==> config.mk <==
export PLATFORM = sky130hd
export DESIGN_NAME = key_guard
export DESIGN_NICKNAME = d
export VERILOG_FILES = /design/src/rtl/key_guard_pkg.sv /design/src/rtl/key_guard_rst_sync.sv /design/src/rtl/key_guard_seq.sv /design/src/rtl/key_guard_reg.sv /design/src/rtl/key_guard.sv
export SDC_FILE = /design/constraint.sdc
export NUM_CORES = 1
export LEC_CHECK = 0
export ABC_AREA = 1
export BUFFER_PORTS_ARGS = -buffer_cell sky130_fd_sc_hd__buf_2
export CAP_MARGIN = 20
export CORE_UTILIZATION = 59
export DETAILED_ROUTE_END_ITERATION = 8
export PLACE_DENSITY = 0.84
export SYNTH_ARGS = -nofsm -noshare
export SYNTH_HDL_FRONTEND = slang
export SYNTH_HIERARCHICAL = 1
export SYNTH_SLANG_ARGS = --single-unit
==> constraint.sdc <==
create_clock -name clk -period 2.7 [get_ports clk]
set_clock_uncertainty 0.05 [all_clocks]
set_input_delay 0.405 -clock clk [delete_from_list [all_inputs] [get_ports clk]]
set_output_delay 0.405 -clock clk [all_outputs]
set_load 0.01 [all_outputs]
==> src/rtl/key_guard_pkg.sv <==
`timescale 1ns/1ps
package key_guard_pkg;

  // Progress of one guarded register through its unlock order
  typedef enum logic [1:0] {
    KG_IDLE   = 2'd0,
    KG_ARMED  = 2'd1,
    KG_LOADED = 2'd2
  } kg_state_e;

  // Slot positions inside a channel's address window
  localparam int KG_SLOT_W     = 2;
  localparam int KG_SLOT_CTRL  = 0;
  localparam int KG_SLOT_OPEN  = 1;
  localparam int KG_SLOT_CLOSE = 2;

  // Number of guarded registers
  localparam int KG_NCH = 2;

endpackage

==> src/rtl/key_guard_rst_sync.sv <==
`timescale 1ns/1ps
module key_guard_rst_sync #(
  parameter int STAGES = 2
) (
  input  logic clk,
  input  logic rst_n,
  output logic rst_sync_n
);

  logic [STAGES-1:0] chain_q;

  // Assert asynchronously, release after STAGES clean edges
  always_ff @(posedge clk or negedge rst_n) begin
    if (!rst_n) chain_q <= '0;
    else        chain_q <= {chain_q[STAGES-2:0], 1'b1};
  end

  assign rst_sync_n = chain_q[STAGES-1];

endmodule

==> src/rtl/key_guard_seq.sv <==
`timescale 1ns/1ps
module key_guard_seq
  import key_guard_pkg::*;
#(
  parameter int                 DATA_W    = 8,
  parameter logic [DATA_W-1:0]  OPEN_KEY  = '0,
  parameter logic [DATA_W-1:0]  CLOSE_KEY = '0
) (
  input  logic              clk,
  input  logic              rst_n,
  input  logic              wr_en,
  input  logic              hit_ctrl,
  input  logic              hit_open,
  input  logic              hit_close,
  input  logic [DATA_W-1:0] wdata,
  output logic              commit_req,
  output logic [DATA_W-1:0] commit_data
);

  kg_state_e         state_q, state_d;
  logic [DATA_W-1:0] pend_q, pend_d;
  logic              pend_en;

  wire open_ok  = wr_en && hit_open  && (wdata == OPEN_KEY);
  wire close_ok = wr_en && hit_close && (wdata == CLOSE_KEY);

  // Next-state and held-data decisions
  always_comb begin
    state_d    = state_q;
    pend_d     = pend_q;
    pend_en    = 1'b0;
    commit_req = 1'b0;
    unique case (state_q)
      KG_IDLE: begin
        if (open_ok) state_d = KG_ARMED;
      end
      KG_ARMED: begin
        if (wr_en) begin
          pend_en = 1'b1;
          if (hit_ctrl) begin
            state_d = KG_LOADED;
            pend_d  = wdata;
          end else begin
            state_d = KG_IDLE;
            pend_d  = '0;
          end
        end
      end
      KG_LOADED: begin
        if (wr_en) begin
          state_d    = KG_IDLE;
          pend_en    = 1'b1;
          pend_d     = '0;
          commit_req = close_ok;
        end
      end
      default: begin
        state_d = KG_IDLE;
        pend_en = 1'b1;
        pend_d  = '0;
      end
    endcase
  end

  // When commit_req is high, pend_q still holds the confirmed data
  assign commit_data = pend_q;

  always_ff @(posedge clk or negedge rst_n) begin
    if (!rst_n) state_q <= KG_IDLE;
    else        state_q <= state_d;
  end

  always_ff @(posedge clk or negedge rst_n) begin
    if (!rst_n)       pend_q <= '0;
    else if (pend_en) pend_q <= pend_d;
  end

  // arming only follows a correct opening key write
  p_arm_by_key_r1: assert property (@(posedge clk) disable iff (!rst_n)
    (state_q == KG_ARMED && $past(state_q) != KG_ARMED) |->
      $past(wr_en && hit_open && wdata == OPEN_KEY));

  // held data only ever follows the armed step
  p_load_after_arm_r6: assert property (@(posedge clk) disable iff (!rst_n)
    (state_q == KG_LOADED && $past(state_q) != KG_LOADED) |->
      $past(state_q) == KG_ARMED);

  // no write, no movement
  p_idle_bus_hold_r10: assert property (@(posedge clk) disable iff (!rst_n)
    !wr_en |=> $stable(state_q));

endmodule

==> src/rtl/key_guard_reg.sv <==
`timescale 1ns/1ps
module key_guard_reg #(
  parameter int                DATA_W    = 8,
  parameter logic [DATA_W-1:0] RESET_VAL = '0
) (
  input  logic              clk,
  input  logic              rst_n,
  input  logic              commit_req,
  input  logic [DATA_W-1:0] commit_data,
  output logic [DATA_W-1:0] value_q,
  output logic              strobe_q
);

  logic              value_en;
  logic [DATA_W-1:0] value_d;

  always_comb begin
    value_en = commit_req;
    value_d  = commit_data;
  end

  always_ff @(posedge clk or negedge rst_n) begin
    if (!rst_n)        value_q <= RESET_VAL;
    else if (value_en) value_q <= value_d;
  end

  always_ff @(posedge clk or negedge rst_n) begin
    if (!rst_n) strobe_q <= 1'b0;
    else        strobe_q <= commit_req;
  end

  // committed value only moves on a confirmed commit
  p_hold_without_commit_r7: assert property (@(posedge clk) disable iff (!rst_n)
    !commit_req |=> $stable(value_q));

  // a commit pulse never lasts two cycles
  p_pulse_single_r8: assert property (@(posedge clk) disable iff (!rst_n)
    strobe_q |=> !strobe_q);

endmodule

==> src/rtl/key_guard.sv <==
`timescale 1ns/1ps
module key_guard
  import key_guard_pkg::*;
#(
  parameter int                ADDR_W        = 4,
  parameter int                DATA_W        = 8,
  parameter logic [DATA_W-1:0] CLK_OPEN_KEY  = 8'hAA,
  parameter logic [DATA_W-1:0] CLK_CLOSE_KEY = 8'h55,
  parameter logic [DATA_W-1:0] CLK_RESET     = 8'h00,
  parameter logic [DATA_W-1:0] PWR_OPEN_KEY  = 8'h01,
  parameter logic [DATA_W-1:0] PWR_CLOSE_KEY = 8'hF4,
  parameter logic [DATA_W-1:0] PWR_RESET     = 8'h03
) (
  input  logic              clk,
  input  logic              rst_n,
  input  logic              bus_wr,
  input  logic [ADDR_W-1:0] bus_addr,
  input  logic [DATA_W-1:0] bus_wdata,
  output logic [DATA_W-1:0] bus_rdata,
  output logic [DATA_W-1:0] clk_mode,
  output logic              clk_mode_commit,
  output logic [DATA_W-1:0] pwr_ctrl,
  output logic              pwr_ctrl_commit
);

  localparam int CHAN_W = ADDR_W - KG_SLOT_W;

  logic rst_sync_n;

  key_guard_rst_sync #(.STAGES(2)) u_rst (
    .clk        (clk),
    .rst_n      (rst_n),
    .rst_sync_n (rst_sync_n)
  );

  logic [CHAN_W-1:0]    addr_chan;
  logic [KG_SLOT_W-1:0] addr_slot;

  assign addr_chan = bus_addr[ADDR_W-1:KG_SLOT_W];
  assign addr_slot = bus_addr[KG_SLOT_W-1:0];

  logic [DATA_W-1:0] val_q    [KG_NCH];
  logic              strobe_q [KG_NCH];

  for (genvar g = 0; g < KG_NCH; g++) begin : g_chan
    localparam logic [DATA_W-1:0] G_OPEN  = (g == 0) ? CLK_OPEN_KEY  : PWR_OPEN_KEY;
    localparam logic [DATA_W-1:0] G_CLOSE = (g == 0) ? CLK_CLOSE_KEY : PWR_CLOSE_KEY;
    localparam logic [DATA_W-1:0] G_RESET = (g == 0) ? CLK_RESET     : PWR_RESET;

    logic              sel, hit_ctrl, hit_open, hit_close;
    logic              commit_req;
    logic [DATA_W-1:0] commit_data;

    assign sel       = (addr_chan == CHAN_W'(g));
    assign hit_ctrl  = sel && (addr_slot == KG_SLOT_W'(KG_SLOT_CTRL));
    assign hit_open  = sel && (addr_slot == KG_SLOT_W'(KG_SLOT_OPEN));
    assign hit_close = sel && (addr_slot == KG_SLOT_W'(KG_SLOT_CLOSE));

    key_guard_seq #(
      .DATA_W    (DATA_W),
      .OPEN_KEY  (G_OPEN),
      .CLOSE_KEY (G_CLOSE)
    ) u_seq (
      .clk         (clk),
      .rst_n       (rst_sync_n),
      .wr_en       (bus_wr),
      .hit_ctrl    (hit_ctrl),
      .hit_open    (hit_open),
      .hit_close   (hit_close),
      .wdata       (bus_wdata),
      .commit_req  (commit_req),
      .commit_data (commit_data)
    );

    key_guard_reg #(
      .DATA_W    (DATA_W),
      .RESET_VAL (G_RESET)
    ) u_reg (
      .clk         (clk),
      .rst_n       (rst_sync_n),
      .commit_req  (commit_req),
      .commit_data (commit_data),
      .value_q     (val_q[g]),
      .strobe_q    (strobe_q[g])
    );
  end

  // Reads see only committed values; keys and holes read as zero
  always_comb begin
    bus_rdata = '0;
    for (int g = 0; g < KG_NCH; g++) begin
      if (addr_chan == CHAN_W'(g) && addr_slot == KG_SLOT_W'(KG_SLOT_CTRL))
        bus_rdata = val_q[g];
    end
  end

  assign clk_mode        = val_q[0];
  assign clk_mode_commit = strobe_q[0];
  assign pwr_ctrl        = val_q[1];
  assign pwr_ctrl_commit = strobe_q[1];

  // one write per cycle can confirm at most one register
  p_single_commit_r9: assert property (@(posedge clk) disable iff (!rst_sync_n)
    !(clk_mode_commit && pwr_ctrl_commit));

  // a strobe always follows a bus write
  p_strobe_after_write_r8: assert property (@(posedge clk) disable iff (!rst_sync_n)
    (clk_mode_commit || pwr_ctrl_commit) |-> $past(bus_wr));

endmodule

Word-level counts from Yosys, hierarchy flattened
Cells that the tools add are included.
- equal/unequal tests: 17
- mux-type cells: 25
- bitwise gates (word level): 2
- reductions and logical operators: 24
- operators with widths (kind ; count):
    8-bit two-way mux ; 7
    8-bit one-hot mux with 3 select lines ; 2
    8-bit == test (second input constant) ; 2
    1-bit logical AND ; 14
    2-bit two-way mux ; 7
    2-bit one-hot mux with 3 select lines ; 2
    2-bit by 1-bit == test with 1-bit output (second input constant) ; 4
    8-bit by 1-bit == test with 1-bit output (second input constant) ; 1
    8-bit by 7-bit == test with 1-bit output (second input constant) ; 1
    2-bit logical NOT ; 4
    2-bit != test (second input constant) ; 4
    4-bit AND reduction ; 2
    2-bit == test (second input constant) ; 3
    3-bit AND reduction ; 2
    1-bit two-way mux ; 5
    2-bit by 1-bit != test with 1-bit output (second input constant) ; 2
    1-bit one-hot mux with 2 select lines ; 2
    2-bit OR reduction ; 2
    1-bit inverter ; 2
- bits in registers: 40
- output and inout port bits: 26

Longest topological paths before layout
Gate-level depths: netlist of the first run.
- depth in word-level cells: 6
- depth in mapped cells: 9
- mapped depth without buffers: 9

Modules after synthesis
Netlist of the first run, hierarchy kept.
- by module, submodules not included (module ; times used ; cells each ; area each (um^2) ; seq. area each (um^2)):
    key_guard_seq (g_chan[1].u_seq) ; 1 ; 73 ; 598.1 ; 250.2
    key_guard_seq (g_chan[0].u_seq) ; 1 ; 71 ; 584.3 ; 250.2
    key_guard_reg (g_chan[1].u_reg) ; 1 ; 35 ; 332.8 ; 227.7
    key_guard_reg (g_chan[0].u_reg) ; 1 ; 35 ; 330.3 ; 225.2
    key_guard ; 1 ; 40 ; 207.7 ; 0.0
    key_guard_rst_sync ; 1 ; 3 ; 53.8 ; 50.0

Worst setup path before layout of the first run
OpenSTA, ideal clock, no wires.
- path type: input-to-reg
- from: input bus_addr[2]
- to: register g_chan[0].u_reg.value_q[0]
- library setup time: 117 ps
- arrival: 1398 ps
- data required time: 2533 ps
- path slack: 1136 ps
- cell stages on the path: 9
- cells stage by stage: nor2_4 -> inv_1 -> nor3_1 -> nand2_1 -> nor3_1 -> buf_6 -> inv_2 -> nand2_1 -> nand2_1
- word-level cells in the longest chain between the ends: 6
- RTL lines (item ; line ; text):
    from (decl) ; key_guard.sv:17 ; input logic [ADDR_W-1:0] bus_addr,
    2-bit logical NOT ; key_guard.sv:54 ; assign sel = (addr_chan == CHAN_W'(g));
    1-bit logical AND ; key_guard.sv:57 ; assign hit_close = sel && (addr_slot == KG_SLOT_W'(KG_SLOT_CLOSE));
    net g_chan[0].hit_close ; key_guard.sv:50 ; logic sel, hit_ctrl, hit_open, hit_close;
    1-bit logical AND (2 in series) ; key_guard_seq.sv:25 ; wire close_ok = wr_en && hit_close && (wdata == CLOSE_KEY);
    1-bit two-way mux ; key_guard_seq.sv:50 ; if (wr_en) begin
    1-bit two-way mux ; key_guard_seq.sv:33 ; unique case (state_q)
    net g_chan[0].commit_req ; key_guard.sv:51 ; logic commit_req;
    to (signal assigned) ; key_guard_reg.sv:24 ; else if (value_en) value_q <= value_d;
    to (decl) ; key_guard_reg.sv:10 ; output logic [DATA_W-1:0] value_q,
The timed path passes the listed nets, and every way through them passes these cells.
A chain may end at the register's enable or synchronous reset.

Worst setup path after layout of the first run
- from: input bus_addr[1]
- to: output bus_rdata[3]
- word-level cells in the longest chain between the ends: 4
- elaborated cells between the ends (all ways): 5
- RTL lines (item ; line ; text):
    2-bit logical NOT (*) ; key_guard.sv:92 ; if (addr_chan == CHAN_W'(g) && addr_slot == KG_SLOT_W'(KG_SLOT_CTRL))
    1-bit logical AND ; key_guard.sv:92 ;
    8-bit two-way mux ; key_guard.sv:92 ;
    8-bit two-way mux (*) ; key_guard.sv:92 ;
    to (decl) ; key_guard.sv:19 ; output logic [DATA_W-1:0] bus_rdata,
Every way passes the cells marked *; elsewhere a longest branch is shown, timed or not.

==> metrics, run 1 <==
ys async rst share=1.00; sw power=274 uW; post-DP HPWL=3090 um; number of routed nets with antenna violations=0; final-stage net count=324; Max IR drop VDD=0.000309 V; crit-path max cell delay=0.30 ns; sequential fraction of the synthesis area=0.476; WP data arrival=1.20 ns; TritonCTS clock tree=built; first-pass GRT wire length=6630 um; area of the die=3810 sq um; Achievable Freq=604 MHz; Tot GR Track Use=0.245; CP Max Fanout=16; Slowest-stage cell, CP=nor2_4; CTS H-tree depth=2; Vias/cell=5.01; post-CTS setup buffer count=0; clk root buf=clkbuf_4; CTS Sinks=40; PortBufs=40; top-level I/O count=41; run status=finished, final reports clean; Initial Utilization=0.622; min-delay worst type=reg2async; via count=1,755; Synth Cell Area=2110 sq um; RSZ-0062 raised after global routing=no; dominant cell type by area after synthesis=dfrtp_1; Slew Viols, Final=0; Final Hold Fails=0; min Tclk post-route=1.66 ns; Synth top cells by count=nand2_1, dfrtp_1, nand3_1; Post-Route WL=4100 um; combinational group share of total power=0.109; pin count of the biggest net entering global routing=39; diodes inserted=0; setup ws final=1.04 ns; clock power share=0.341; CP most frequent cell=buf_2; Area growth, synth to finish=14.7%; sequential fraction of design power=0.550; average cell area after synthesis=8.20 sq um; crit end category=output pin; Synth cell types=20; Synth Instances=257; core area=3390 sq um; Die X=61.8 um; worst endpoint required time=2.25 ns; Final period util=0.613; crit path launch type=input pin; Seq cells post-synth=40; Initial DRT Pass Iterations=4; wire length per cell=11.7 um; Setup-failing EPs final=0; Place WS=0.915 ns; drt initial violations=123; count leader, synth=nand2_1; PnR Total Power=1110 uW; initial antenna violation count=0; ys flop type=dfrtp_1; main area contributors after synthesis=dfrtp_1, nand2_1, o21ai_2; filler cell count=273; CTS Buf Count=5; switch share=0.247; CTS max path bufs=2; Pwr Density=459 nW/um^2; LEAKAGE=0.00131 uW; crit-path cells=buf_2 > nor2_4 > nand3_1 > nand2_1 > buf_2; vias in the first global route=1,518; DR DRC count=0; maxcap violations=0; Total Neg Setup Slack=0 ns; Syn. warnings=6; EDFF count, synth=0; Reg clk slew, reported paths=0.10 ns; clk_lat worst skew=0.34 ns; internal power=834 uW; share of the synthesized area in the top cell type=0.451; grt total ovfl=0; Site Rows=21; layout cells sized above 1=0.286; Hold WS=0.234 ns; Synthesized Nets=278; flop2flop setup slack=1.17 ns; placer congestion estimate=0.829; Crit Path Category=in2out; Die Height=61.8 um
## per-layer routing
| layer | vias up | global-route usage | part of all wire |
|---|---|---|---|
| met3 | 6 | 0.0538 | 0.055 |
| met4 | 0 | 0.0984 | 0.014 |
| met1 | 789 | 0.343 | 0.49 |
| met5 | - | 0 | 0 |
| met2 | 63 | 0.373 | 0.44 |
| li1 | 897 | - | - |
## power groups by stage
stage,combinational (uW),clock [uW],sequential [uW]
final,121,378,610
after detailed placement,119,0,622
after CTS,121,390,610
after floorplan,77.4,0,629
after global routing,136,411,611
after global placement,117,0,621
## cell usage in the layout, fill, tap and decap left out, types with 2 or more instances in the layout
cell / n
nand2_1: 104
buf_2: 40
dfrtp_1: 38
nand3_1: 23
inv_1: 20
o21ai_2: 16
nor2_1: 10
nor3_1: 8
ha_1: 6
nor2_4: 5
clkbuf_4: 5
inv_2: 4
nand2_2: 4
buf_4: 3
nor2_2: 3
nand4_1: 2
nand2_4: 2
a21oi_1: 2
dfstp_2: 2
## area by class of cell
class	instances	area [sq um]	share of cell area
flip-flops and latches	40	1000	0.415
multi-input cells	186	947	0.392
repair buffers	44	233	0.0963
inverters	26	100	0.0414
well taps	46	57.6	0.0238
clock buffers	6	41.3	0.0171
clock inverters	2	35.0	0.0145
## registers in the layout, summed over array words and instances (netlist names)
register,count
g_chan.u_reg/strobe_q,2
g_chan.u_reg/value_q,16
g_chan.u_seq/commit_data,16
g_chan.u_seq/state_q,4
u_rst/chain_q,2
## repair_timing
item                                   CTS  global route
gates resized for setup                  0             0
endpoints found under the hold margin    2             0
hold buffers                             1             0
## cell families after synthesis
| kind of cell | synth area share |
|---|---|
| and+or+nand+nor | 0.341 |
| buffers and inverters | 0.0742 |
| AOI/OAI and AO/OA | 0.0713 |
| other | 0.00178 |
| adders and majority gates | 0.0356 |
| DFF | 0.476 |
## metrics by stage
step | instances | cell area, sq um | util
after global placement | 341 | 2330 | 0.688
after floorplan | 257 | 2110 | -
after global routing | 350 | 2420 | 0.713
after detailed placement | 341 | 2330 | 0.688
final | 350 | 2420 | 0.713
after CTS | 350 | 2420 | 0.713
## critical path: cells and delay by family
family,cells,cell delay (ns)
simple gates,3,0.52
buf+inv,2,0.27
## path summary, 6_finish.rpt
path	cells past startpoint	endpoint	from
worst min-delay path	1	g_chan[1].u_reg/value_q[2]	u_rst/chain_q[1]
min in group clk	0	u_rst/chain_q[1]	u_rst/chain_q[0]
worst max-delay path	5	bus_rdata[3]	bus_addr[1]
worst max register to register	8	g_chan[0].u_reg/value_q[2]	g_chan[0].u_seq/state_q[0]
max in group asynchronous	1	g_chan[1].u_reg/value_q[0]	u_rst/chain_q[1]
worst min register to register	1	g_chan[1].u_reg/value_q[2]	u_rst/chain_q[1]
Power figures use the tool's default switching activity.
==> inputs of run 2 (changes only) <==
CORE_UTILIZATION = 49   (was 59)
PLACE_DENSITY = 0.75   (was 0.84)
clock period = 1.4 ns   (was 2.7 ns; I/O delays follow)
==> metrics, run 2 (synthesized netlist as in run 1, its figures left out) <==
internal power=1710 uW (was 834 uW); filler cell count=320 (was 273); crit path launch type=register (was input pin); first-pass GRT wire length=7530 um (was 6630 um); CTS Buf Count=5 (unchanged); Max IR drop VDD=0.000465 V (was 0.000309 V); post-DP HPWL=3280 um (was 3090 um); Slew Viols, Final=0 (unchanged); CP Max Fanout=8 (was 16); WP data arrival=1.66 ns (was 1.20 ns); Crit Path Category=reg2reg (was in2out); sequential fraction of design power=0.505 (was 0.550); crit path from=g_chan[0].u_seq/state_q[1] (was bus_addr[1]); failing checks=negative setup slack; RSZ-0062 raised after global routing=yes (was no); final-stage net count=349 (was 324); via count=1,953 (was 1,755); Hold WS=0.172 ns (was 0.234 ns); Die Height=67.6 um (was 61.8 um); Top delay family on crit path=simple AND/OR/NAND/NOR gates (unchanged); commonest non-fill, non-tap cell in the layout=nand2_1 (unchanged); Post-Route WL=5200 um (was 4100 um); diodes inserted=0 (unchanged); wire length per cell=13.7 um (was 11.7 um); Vias/cell=5.15 (was 5.01); commonest non-fill, non-tap cells in the layout=nand2_1, buf_2, dfrtp_1 (unchanged); register area=1000 sq um (unchanged); placer congestion estimate=0.834 (was 0.829); combinational group share of total power=0.161 (was 0.109); crit-path cells=buf_4 > ha_4 > nor2_2 > nor2_2 > nor2_4 > buf_6 > nand2_8 > nand2_1 > o21ai_2 (was buf_2 > nor2_4 > nand3_1 > nand2_1 > buf_2); Die X=67.6 um (was 61.8 um); Slowest-stage cell, CP=dfrtp_1 (was nor2_4); CTS H-tree depth=2 (unchanged); worst r2r src=g_chan[0].u_seq/state_q[1] (was g_chan[0].u_seq/state_q[0]); crit end category=register (was output pin); flop2flop setup slack=-0.13 ns (was 1.17 ns); critical path buffer and inverter count=2 (unchanged); sw power=630 uW (was 274 uW); clk_lat worst skew=0.29 ns (was 0.34 ns); vias in the first global route=1,609 (was 1,518); LEAKAGE=0.00150 uW (was 0.00131 uW); Initial Utilization=0.519 (was 0.622); drt initial violations=120 (was 123); crit-path max cell delay=0.40 ns (was 0.30 ns); Reg clk slew, reported paths=0.08 ns (was 0.10 ns); switch share=0.269 (was 0.247); CP most frequent cell=nor2_2 (was buf_2); Achievable Freq=655 MHz; core area=4060 sq um (was 3390 sq um); worst endpoint required time=1.53 ns (was 2.25 ns); clk root buf=clkbuf_8 (was clkbuf_4); Site Rows=23 (was 21); clock power share=0.334 (was 0.341); Final period util=1.09; area of the die=4570 sq um (was 3810 sq um); fin util=0.714 (was 0.713); min-delay worst type=in2async (was reg2async); pin count of the biggest net entering global routing=39 (unchanged); PortBufs=40 (unchanged); grt total ovfl=0 (unchanged); Initial DRT Pass Iterations=4 (unchanged); setup ws final=-0.128 ns (was 1.04 ns); Pwr Density=807 nW/um^2 (was 459 nW/um^2); run status=finished with violations (was finished, final reports clean); Area growth, synth to finish=37.6% (was 14.7%); maxcap violations=0 (unchanged); CTS max path bufs=2 (unchanged); multi-input logic area=1140 sq um (was 947 sq um); DR DRC count=0 (unchanged); min Tclk post-route=1.53 ns; number of routed nets with antenna violations=0 (unchanged); Final Hold Fails=0 (unchanged); TritonCTS clock tree=built (unchanged); Setup-failing EPs final=26 (was 0); initial antenna violation count=0 (unchanged); CTS Sinks=40 (unchanged); top-level I/O count=41 (unchanged); Tot GR Track Use=0.232 (was 0.245); layout cells sized above 1=0.453 (was 0.286)
run 2: cell count changes in the layout (fill, tap and decap cells not counted), moves of 4 or more:
cell	change
buf_4	+13
buf_6	+5
clkbuf_4	-5
nand2_1	-24
buf_12	+5
nand2_2	+19
nand2_4	+4
inv_1	-4
ha_1	-4
clkbuf_8	+6
run 2: cell type report:
| type | instances | area share |
|---|---|---|
| Tap cell | 50 | 0.0216 |
| Clock buffer | 6 | 0.0285 |
| Multi-Input combinational cell | 188 | 0.394 |
| Clock inverter | 2 | 0.00345 |
| Timing Repair Buffer | 67 | 0.168 |
| Inverter | 26 | 0.0380 |
| Sequential cell | 40 | 0.346 |
run 2: per-layer routing:
metal | global-route usage | routed length [um] | vias up | share of wire
met4 | 0.0984 | 91 | 0 | 0.018
met1 | 0.307 | 2330 | 928 | 0.45
met2 | 0.364 | 2480 | 70 | 0.48
met5 | 0 | 0 | - | 0
met3 | 0.0490 | 291 | 8 | 0.056
li1 | - | - | 947 | -
run 2: through the flow:
step                power, uW  area (sq um)  instances  TNS (ns)  worst slack, ns
floorplan                1360          2120        257         0           0.0231
global placement         1460          2440        353    -0.761          -0.0872
detailed placement       1460          2440        353     -1.25          -0.0977
CTS                      2290          2660        371    -0.395          -0.0345
global route             2450          2900        379     -4.09           -0.182
finish                   2340          2900        379     -1.74           -0.128
run 2: path summary, 6_finish.rpt:
path	depth (start not counted)	to
max in group asynchronous	1	g_chan[1].u_reg/value_q[0]
setup / recovery	9	g_chan[0].u_seq/commit_data[7]
setup reg to reg	9	g_chan[0].u_seq/commit_data[7]
hold reg to reg	1	g_chan[1].u_seq/state_q[1]
hold / removal	2	u_rst/chain_q[0]
min in group clk	3	g_chan[1].u_seq/commit_data[2]
run 2: power by group through the flow:
stage / sequential, uW / clock [uW] / combinational [uW]
finish: 1180 / 781 / 376
detailed placement: 1200 / 0 / 261
global placement: 1200 / 0 / 256
floorplan: 1210 / 0 / 150
global route: 1180 / 858 / 405
CTS: 1180 / 810 / 299
run 2: repair_timing:
action	in CTS	in global routing
cloned	1	1
setup endpoints to repair	34	42
hold buffers	1	0
pin swaps	3	19
endpoints found under the hold margin	2	0
resized for setup	13	42
buffers inserted	8	7
==> inputs of run 3 (changes only) <==
==> constraint.sdc (replaced) <==
create_clock -name clk -period 1.4 [get_ports clk]
set_clock_uncertainty 0.05 [all_clocks]
set_input_delay 0.42 -clock clk [delete_from_list [all_inputs] [get_ports clk]]
set_output_delay 0.42 -clock clk [all_outputs]
set_load 0.01 [all_outputs]
==> metrics, run 3 (synthesized netlist as in run 1, its figures left out) <==
multi-input logic area=1370 sq um (was 1140 sq um); failing checks=negative setup slack (unchanged); Pwr Density=770 nW/um^2 (was 807 nW/um^2); Vias/cell=5.29 (was 5.15); Crit Path Category=in2out (was reg2reg); min-delay worst type=reg2async (was in2async); DR DRC count=0 (unchanged); Site Rows=23 (unchanged); clock power share=0.350 (was 0.334); Area growth, synth to finish=60.0% (was 37.6%); combinational group share of total power=0.192 (was 0.161); crit end category=output pin (was register); clk root buf=clkbuf_8 (unchanged); TritonCTS clock tree=built (unchanged); LEAKAGE=0.00167 uW (was 0.00150 uW); sw power=674 uW (was 630 uW); Total Neg Setup Slack=-4.50 ns (was -1.74 ns); PortBufs=40 (unchanged); Die Height=67.6 um (unchanged); top-level I/O count=41 (unchanged); clk_lat worst skew=0.29 ns (about the same); post-DP HPWL=3430 um (was 3280 um); Tot GR Track Use=0.258 (was 0.232); register area=1000 sq um (unchanged); Max IR drop VDD=0.000506 V (was 0.000465 V); wire length per cell=14.9 um (was 13.7 um); Final Hold Fails=0 (unchanged); CP Max Fanout=8 (unchanged); placer congestion estimate=0.874 (was 0.834); final-stage net count=366 (was 349); Post-Route WL=5910 um (was 5200 um); WP data arrival=1.15 ns (was 1.66 ns); filler cell count=212 (was 320); Setup-failing EPs final=46 (was 26); Slowest-stage cell, CP=clkbuf_16 (was dfrtp_1); commonest non-fill, non-tap cells in the layout=nand2_1, dfrtp_1, buf_2 (was nand2_1, buf_2, dfrtp_1); R2R depth=8 (was 9); min Tclk post-route=1.62 ns (was 1.53 ns); initial antenna violation count=0 (unchanged); pin count of the biggest net entering global routing=35 (was 39); Cell Count, Final, Fillers Out=396 (was 379); internal power=1920 uW (was 1710 uW); number of routed nets with antenna violations=0 (unchanged); RSZ-0062 raised after global routing=yes (unchanged); crit path launch type=input pin (was register); maxcap violations=0 (unchanged); CTS max path bufs=2 (unchanged); grt total ovfl=0 (unchanged); Post-DP Area=2550 sq um (was 2440 sq um); area of the die=4570 sq um (unchanged); Slew Viols, Final=0 (unchanged); Die X=67.6 um (unchanged); Initial DRT Pass Iterations=4 (unchanged); first-pass GRT wire length=8450 um (was 7530 um); run status=finished with violations (unchanged); fin area=3370 sq um (was 2900 sq um); switch share=0.260 (was 0.269); CTS Sinks=40 (unchanged); diodes inserted=0 (unchanged); vias in the first global route=1,825 (was 1,609); Initial Utilization=0.519 (unchanged); commonest non-fill, non-tap cell in the layout=nand2_1 (unchanged); sequential fraction of design power=0.457 (was 0.505); r2r endpoint=g_chan[0].u_reg/value_q[0] (was g_chan[0].u_seq/commit_data[7]); drt initial violations=126 (was 120); worst endpoint required time=0.93 ns (was 1.53 ns); setup ws final=-0.222 ns (was -0.128 ns); CTS H-tree depth=2 (unchanged); crit-path max cell delay=0.19 ns (was 0.40 ns); flop2flop setup slack=-0.10 ns (was -0.13 ns); worst r2r src=g_chan[0].u_seq/state_q[0] (was g_chan[0].u_seq/state_q[1]); core area=4060 sq um (unchanged); CTS Buf Count=5 (unchanged); Inst Count DP=366 (was 353); Reg clk slew, reported paths=0.07 ns (was 0.08 ns); crit-path cells=buf_8 > nor2_4 > clkbuf_16 > nand3_4 > nand2_1 > buf_2 (was buf_4 > ha_4 > nor2_2 > nor2_2 > nor2_4 > buf_6 > nand2_8 > nand2_1 > o21ai_2); layout cells sized above 1=0.575 (was 0.453); Achievable Freq=617 MHz (was 655 MHz); Final period util=1.16 (was 1.09); via count=2,095 (was 1,953)
run 3: cell count changes in the layout (fill, tap and decap cells not counted), moves of 5 or more:
cell,before,now
nand3_1,22,7
nand2_4,6,14
buf_4,16,27
nand2_2,23,28
nand3_2,1,13
buf_6,5,13
buf_2,40,34
nand2_1,80,66
run 3: final cells by class:
class | count | area share
Clock inverter | 2 | 0.0104
Multi-Input combinational cell | 188 | 0.407
Tap cell | 50 | 0.0186
Sequential cell | 40 | 0.298
Clock buffer | 6 | 0.0215
Timing Repair Buffer | 84 | 0.209
Inverter | 26 | 0.0356
run 3: through the flow:
step	total power (uW)	utilization	setup slack [ns]	hold WS [ns]
6_report	2600	0.831	-0.222	0.0749
2_1_floorplan	1360	-	0.00124	0.0744
3_3_place_gp	1470	0.628	-0.191	0.0637
5_1_grt	2700	0.831	-0.244	0.0946
3_5_place_dp	1480	0.628	-0.214	0.0702
4_1_cts	2510	0.742	-0.197	0.0759
run 3: worst max path at each step:
stage,start,end,slack (ns),cells after the start
floorplan,bus_addr[3],g_chan[0].u_reg/value_q[0],0.001,9
global placement,bus_addr[1],bus_rdata[0],-0.19,6
detailed placement,bus_addr[1],bus_rdata[0],-0.21,6
CTS,bus_addr[0],bus_rdata[1],-0.20,6
global route,g_chan[1].u_reg/value_q[0],bus_rdata[0],-0.24,3
finish,bus_addr[1],bus_rdata[5],-0.22,6
run 3: what timing repair did:
action                                 CTS  global route
pin swaps                               24            19
buffers inserted                         9             8
hold buffers                             1             0
setup endpoints to repair               42            45
gates resized for setup                 54            72
endpoints found under the hold margin    2             0
cloned                                   4             0
run 3: power by group through the flow:
stage,Combinational (uW),Sequential (uW),Clock (uW)
after floorplan,151,1210,0
after global placement,272,1200,0
after detailed placement,278,1200,0
after CTS,388,1180,940
after global routing,530,1190,977
final,500,1190,910
run 3: critical path, delay by kind of cell:
kind                   cells  cell delay [ns]
buffers and inverters      3             0.43
and+or+nand+nor            3             0.31
run 3: routing by layer:
metal	GRT usage	share of wire	vias to the layer above
met1	0.320	0.40	1008
met4	0.120	0.031	0
met3	0.0439	0.046	20
met2	0.434	0.52	80
li1	-	-	987
met5	0	0	-
